===== config.mk =====
export PLATFORM = sky130hd
export DESIGN_NAME = rx_delay_cal
export DESIGN_NICKNAME = d
export VERILOG_FILES = /design/src/rtl/rxdc_pkg.sv /design/src/rtl/rxdc_seq.sv /design/src/rtl/rxdc_mask.sv /design/src/rtl/rxdc_pick.sv /design/src/rtl/rx_delay_cal.sv
export SDC_FILE = /design/constraint.sdc
export NUM_CORES = 1
export LEC_CHECK = 0
export ABC_AREA = 1
export ABC_CLOCK_PERIOD_IN_PS = 1550
export BUFFER_PORTS_ARGS = -buffer_cell sky130_fd_sc_hd__buf_2
export CAP_MARGIN = 20
export CORE_MARGIN = 4
export CORE_UTILIZATION = 30
export DETAILED_ROUTE_END_ITERATION = 8
export SYNTH_ARGS = -nofsm -noshare
export SYNTH_HDL_FRONTEND = slang
export SYNTH_HIERARCHICAL = 1
export SYNTH_SLANG_ARGS = --single-unit

===== constraint.sdc =====
create_clock -name clk -period 1.55 [get_ports clk]
set_input_delay 0 -clock clk [delete_from_list [all_inputs] [get_ports clk]]
set_output_delay 0 -clock clk [all_outputs]
set_load 0.01 [all_outputs]

===== src/rtl/rxdc_pkg.sv =====
package rxdc_pkg;
   localparam int unsigned NUM_CODES = 4;
   localparam int unsigned CODE_W    = $clog2(NUM_CODES);

   typedef logic [CODE_W-1:0]    code_t;
   typedef logic [NUM_CODES-1:0] mask_t;

   typedef enum logic [1:0] {
      ST_IDLE,
      ST_SETTLE,
      ST_REQ,
      ST_FIN
   } seq_st_e;
endpackage


===== src/rtl/rxdc_seq.sv =====
module rxdc_seq
   import rxdc_pkg::*;
#(
   parameter int unsigned SETTLE_CYC = 2
) (
   input  logic  clk,
   input  logic  rst_n,
   input  logic  start_i,
   input  logic  ack_i,
   output logic  req_o,
   output logic  take_o,
   output logic  clr_o,
   output logic  fin_o,
   output code_t idx_o
);
   localparam seq_st_e ST_AFTER = (SETTLE_CYC > 0) ? ST_SETTLE : ST_REQ;

   seq_st_e st_q, st_d;
   code_t   idx_q;
   logic    last;
   logic    settle_end;

   assign last = (idx_q == code_t'(NUM_CODES - 1));

   generate
      if (SETTLE_CYC > 0) begin : g_settle
         localparam int unsigned CNT_W = $clog2(SETTLE_CYC + 1);
         logic [CNT_W-1:0] cnt_q;
         always_ff @(posedge clk or negedge rst_n) begin
            if (!rst_n)                  cnt_q <= CNT_W'(SETTLE_CYC - 1);
            else if (st_q != ST_SETTLE)  cnt_q <= CNT_W'(SETTLE_CYC - 1);
            else if (cnt_q != '0)        cnt_q <= cnt_q - 1'b1;
         end
         assign settle_end = (cnt_q == '0);
      end else begin : g_nosettle
         assign settle_end = 1'b1;
      end
   endgenerate

   always_comb begin
      st_d = st_q;
      unique case (st_q)
         ST_IDLE:   if (start_i)    st_d = ST_AFTER;
         ST_SETTLE: if (settle_end) st_d = ST_REQ;
         ST_REQ:    if (ack_i)      st_d = last ? ST_FIN : ST_AFTER;
         ST_FIN:                    st_d = ST_IDLE;
         default:                   st_d = ST_IDLE;
      endcase
   end

   always_ff @(posedge clk or negedge rst_n) begin
      if (!rst_n) begin
         st_q  <= ST_IDLE;
         idx_q <= '0;
      end else begin
         st_q <= st_d;
         if (clr_o)                idx_q <= '0;
         else if (take_o && !last) idx_q <= idx_q + 1'b1;
      end
   end

   assign req_o  = (st_q == ST_REQ);
   assign take_o = req_o && ack_i;
   assign clr_o  = (st_q == ST_IDLE) && start_i;
   assign fin_o  = (st_q == ST_FIN);
   assign idx_o  = idx_q;

   assert_req_hold_R10: assert property (@(posedge clk) disable iff (!rst_n)
      (req_o && !ack_i) |=> req_o);
   assert_code_steady_R2: assert property (@(posedge clk) disable iff (!rst_n)
      (req_o && !ack_i) |=> $stable(idx_o));
   assert_busy_no_restart_R9: assert property (@(posedge clk) disable iff (!rst_n)
      (st_q == ST_SETTLE && start_i) |=> (st_q != ST_IDLE));
endmodule


===== src/rtl/rxdc_mask.sv =====
module rxdc_mask
   import rxdc_pkg::*;
#(
   parameter int unsigned       DATA_W       = 16,
   parameter logic [DATA_W-1:0] TEST_PATTERN = '0
) (
   input  logic              clk,
   input  logic              rst_n,
   input  logic              clr_i,
   input  logic              take_i,
   input  code_t             idx_i,
   input  logic [DATA_W-1:0] data_i,
   output mask_t             mask_o
);
   logic hit;
   assign hit = (data_i == TEST_PATTERN);

   generate
      for (genvar b = 0; b < NUM_CODES; b++) begin : g_bit
         logic bit_q;
         always_ff @(posedge clk or negedge rst_n) begin
            if (!rst_n)                                bit_q <= 1'b0;
            else if (clr_i)                            bit_q <= 1'b0;
            else if (take_i && idx_i == code_t'(b))    bit_q <= hit;
         end
         assign mask_o[b] = bit_q;
      end
   endgenerate

   assert_mask_cleared_R3: assert property (@(posedge clk) disable iff (!rst_n)
      clr_i |=> (mask_o == '0));
endmodule


===== src/rtl/rxdc_pick.sv =====
module rxdc_pick
   import rxdc_pkg::*;
(
   input  mask_t mask_i,
   output code_t code_o,
   output logic  ok_o
);
   always_comb begin
      ok_o   = 1'b1;
      code_o = '0;
      unique case (mask_i)
         4'b0001: code_o = 2'd0;
         4'b0010: code_o = 2'd1;
         4'b0100: code_o = 2'd2;
         4'b1000: code_o = 2'd3;
         4'b0011: code_o = 2'd0;
         4'b0110: code_o = 2'd1;
         4'b1100: code_o = 2'd3;
         4'b0111: code_o = 2'd1;
         4'b1110: code_o = 2'd2;
         4'b1111: code_o = 2'd1;
         default: ok_o   = 1'b0;
      endcase
   end
endmodule


===== src/rtl/rx_delay_cal.sv =====
module rx_delay_cal
   import rxdc_pkg::*;
#(
   parameter int unsigned       DATA_W       = 16,
   parameter int unsigned       ADDR_W       = 16,
   parameter logic [ADDR_W-1:0] TEST_ADDR    = 16'h0040,
   parameter logic [DATA_W-1:0] TEST_PATTERN = 16'h5AA5,
   parameter int unsigned       SETTLE_CYC   = 2
) (
   input  logic              clk,
   input  logic              rst_n,
   input  logic              cal_start,
   output logic              rd_req,
   output logic [ADDR_W-1:0] rd_addr,
   input  logic              rd_ack,
   input  logic [DATA_W-1:0] rd_data,
   output logic [1:0]        dly_code,
   output logic              cal_done,
   output logic              cal_err
);
   generate
      if (DATA_W < 1 || ADDR_W < 1) begin : g_bad_width
         $error("rx_delay_cal: DATA_W and ADDR_W must be at least 1");
      end
      if (CODE_W != 2) begin : g_bad_codes
         $error("rx_delay_cal: selection rule needs exactly four codes");
      end
   endgenerate

   logic  take, clr, fin, ok;
   code_t idx, pick, dly_q, keep_q;
   mask_t mask;
   logic  done_q, err_q;

   rxdc_seq #(.SETTLE_CYC(SETTLE_CYC)) u_seq (
      .clk     (clk),
      .rst_n   (rst_n),
      .start_i (cal_start),
      .ack_i   (rd_ack),
      .req_o   (rd_req),
      .take_o  (take),
      .clr_o   (clr),
      .fin_o   (fin),
      .idx_o   (idx)
   );

   rxdc_mask #(.DATA_W(DATA_W), .TEST_PATTERN(TEST_PATTERN)) u_mask (
      .clk    (clk),
      .rst_n  (rst_n),
      .clr_i  (clr),
      .take_i (take),
      .idx_i  (idx),
      .data_i (rd_data),
      .mask_o (mask)
   );

   rxdc_pick u_pick (
      .mask_i (mask),
      .code_o (pick),
      .ok_o   (ok)
   );

   always_ff @(posedge clk or negedge rst_n) begin
      if (!rst_n) begin
         dly_q  <= '0;
         keep_q <= '0;
         done_q <= 1'b0;
         err_q  <= 1'b0;
      end else begin
         done_q <= fin;
         if (clr) begin
            keep_q <= dly_q;
            dly_q  <= '0;
            err_q  <= 1'b0;
         end else if (take && idx != code_t'(NUM_CODES - 1)) begin
            dly_q <= idx + 1'b1;
         end else if (fin) begin
            dly_q <= ok ? pick : keep_q;
            err_q <= !ok;
         end
      end
   end

   assign rd_addr  = TEST_ADDR;
   assign dly_code = dly_q;
   assign cal_done = done_q;
   assign cal_err  = err_q;

   assert_done_pulse_R8: assert property (@(posedge clk) disable iff (!rst_n)
      cal_done |=> !cal_done);
   assert_err_with_done_R7: assert property (@(posedge clk) disable iff (!rst_n)
      $rose(cal_err) |-> cal_done);
   assert_fail_restores_R7: assert property (@(posedge clk) disable iff (!rst_n)
      (fin && !ok) |=> (dly_code == $past(keep_q)));
   assert_pick_in_window_R4: assert property (@(posedge clk) disable iff (!rst_n)
      (fin && ok) |-> mask[pick]);
endmodule


==> results.md <==
- Crit-path slowest cell: dfrtp_1
- GRT Total Usage: 0.0849
- Most frequent cells in the layout: nand2_1, inv_1, buf_2, nand3_1, conb_1
- Synthesis-stage register bit count: 16
- Leakage power: slightly above 0.8 nW
- Final worst path period share: 0.848
- Cell family with the largest share of critical-path delay: flip-flops
- Status: complete, no violations
- Total Nets Final: roughly 230
- # DRC: 0
- Fin Setup TNS: 0 ns
- Crit path required time: approximately 1.7 ns
- Layout Skew: between 0.004 and 0.005 ns
- Crit path DAT: approximately 1.5 ns
- Yosys cell types: 25
- Yosys warns: 6
- Bufs on Longest Clock Path: 2
- Crit-path cells: nor3_1, buf_4, nand2_1, o21ai_0, inv_1, nand2_1, nand2_1
- Pre-Repair DR Iteration Count: 4
- Critical Path Max Stage Delay: between 0.4 and 0.5 ns
- Reg power frac: 0.356
- Routed len/inst: ~8.5 um
- Total congestion overflow: 0
- H-tree level count: 1
- Die Area: just over 5000 sq um
- Mapped Area: between 1000 and 1500 sq um
- Setup Fix Bufs, Post-CTS: 0
- RSZ-0062 raised after global routing: no
- Achievable Freq: between 700 and 800 MHz
- Final setup violation count: 0
- PortBufs: 24
- Hold/Removal Path Class: input pin to register
- Vias per Instance: approximately 4
- N_diodes: 0
- Post-Syn Area per Cell: 6.88 sq um
- Area leader, netlist: dfrtp_1
- FP Rows: 22
- Cell Int Power: around 1.1 mW
- Final min period: between 1 and 1.5 ns
- Commonest non-fill, non-tap cell in the layout: nand2_1
- Final Hold Vio Count: 0
- CTS tree: done
- Via count: slightly above 1,000
- IO Pins: around 40
- Top cell by count, worst path: nand2_1
- Kind of critical path: register to register
- Vias in the first global route: a little under 900
- Final Max Tran Viols: 0
- CP Capture Type: register
- Root Buffer: clkbuf_8
- Crit Path Max Fanout: 5
- CTS Buf Count: 3
- Routability cong.: between 0.7 and 0.8
- Layout cells sized above 1: 0.222
- Initial Utilization: 0.320
- FF/Latch Area: 402 sq um
- Switching share of power: 0.391
- Core area: 3800 sq um
- Die H: just over 70 um
- Max-cap violations: 0
- Area contributors post-synth: dfrtp_1, nand2_1, buf_4, inv_1, nand3_1
- Worst-path clk slew: about 0.07 ns
- Area Growth Syn to Fin: 13.7%
- Yosys top cell area share: 0.308
- Post-CTS sizing: 0
- Critical Path Source Type: register
- Final wirelength: about 2100 um
- Filler Cell Count: between 400 and 500
- Detail Route Antenna Nets: 0
- IR drop worst, VDD: 628 uV
- Initial antenna violation count: 0
- Logic pwr share: 0.430
- Die Wd: about 72 um
- DP HPWL: 1730 um
- Cell Pwr Density: roughly 1300 nW/um^2
- Initial drt markers: 58
- Worst skew pair latency: about 0.25 ns
- Power, Total: roughly 1.7 mW
- Global-route wire length before repair: 3510 um
- Buffers and inverters on the worst path: 2
- Part of the power in the clock network: 0.214
- NetSw: between 0.6 and 0.7 mW
- Post-synthesis sequential area ratio: 0.330
- Multi-input logic area: 583 sq um
- Mapped Cells: approximately 180
- # clock sinks: 16
- Largest net degree at the start of global routing: 17
- Core Util, Final: 0.364
==> kinds of logic (layout without fill, tap and decap cells) <==
group / after synthesis / after routing / synth area share
DFF: 16 / 16 / 0.330
buffers and inverters: 54 / 66 / 0.234
AOI/OAI and AO/OA: 12 / 12 / 0.0565
adders and majority gates: 3 / 3 / 0.0308
other: 2 / 16 / 0.00617
and+or+nand+nor: 90 / 90 / 0.342
==> tightest hold or removal path, cell delays in order <==
cell     delay, ns
buf_2         0.12
nand4_1       0.08
nand2_1       0.05
==> synthesized netlist by cell type <==
master and number:
nand2_1 54, inv_1 30, buf_4 20, nand3_1 17, dfrtp_1 15, nor2_1 8, o21ai_0 4, o21ai_1 4
ha_1 3, inv_2 3, a21oi_2 2, conb_1 2, nand3_2 2, nand4_1 2, a21oi_1 1, buf_6 1
dfstp_2 1, nand2_2 1, nand3b_1 1, nor2_2 1, nor2_4 1, nor2_8 1, nor3_1 1, nor3_2 1
o22ai_1 1
==> cell type report <==
| type | instances | share of cell area |
|---|---|---|
| clock buffers | 4 | 0.0398 |
| inverters | 33 | 0.0895 |
| multi-input cells | 121 | 0.421 |
| flip-flops and latches | 16 | 0.290 |
| well taps | 48 | 0.0434 |
| repair buffers | 29 | 0.116 |
==> metal layers <==
layer,global-route usage,part of all wire,vias up
met3,0.0168,0.036,2
met4,0.0501,0.0079,0
met1,0.0993,0.46,438
met2,0.143,0.50,17
li1,-,-,554
met5,0,0,-
==> power groups by stage <==
stage | logic [mW] | clock network, mW | registers [mW]
after global placement | 0.757 | 0 | 0.629
after detailed placement | 0.758 | 0 | 0.631
after CTS | 0.761 | 0.390 | 0.623
final | 0.749 | 0.374 | 0.621
after global routing | 0.870 | 0.408 | 0.642
after floorplan | 0.591 | 0 | 0.627
==> repair_timing <==
| item | 4_1_cts | 5_1_grt |
|---|---|---|
| endpoints found under the setup margin | 0 | 0 |
| hold buffers | 1 | 0 |
| endpoints found under the hold margin | 16 | 0 |
==> sequential cells by signal, summed over array words and instances (netlist names) <==
register,cells
dly_code,2
cal_done,1
u_seq/st_q,2
u_mask/g_bit.bit_q,4
u_seq/g_settle.cnt_q,2
u_seq/idx_o,2
keep_q,2
cal_err,1
==> stage by stage <==
stage / area, sq um / instances / hold WS, ns / setup slack (ns)
floorplan: 1270 / 191 / -0.296 / 0.0770
global placement: 1320 / 246 / -0.0678 / 0.279
detailed placement: 1320 / 246 / -0.0633 / 0.249
CTS: 1380 / 251 / 0.0313 / 0.242
global route: 1380 / 251 / 0.0332 / 0.0684
finish: 1380 / 251 / 0.0342 / 0.236
==> path summary, 6_finish.rpt <==
kind	endpoint	slack [ns]	depth (start not counted)	startpoint
max	u_mask/g_bit[2].bit_q	0.24	7	u_seq/st_q[0]
min	u_seq/idx_o[0]	0.03	3	rd_ack
max reg2reg	u_mask/g_bit[2].bit_q	0.24	7	u_seq/st_q[0]
min reg2reg	keep_q[1]	0.48	2	keep_q[1]
max in group asynchronous	u_seq/g_settle.cnt_q[0]	1.05	2	rst_n
min in group asynchronous	keep_q[0]	0.19	2	rst_n
No activity file was read; power rests on OpenSTA's default activity.
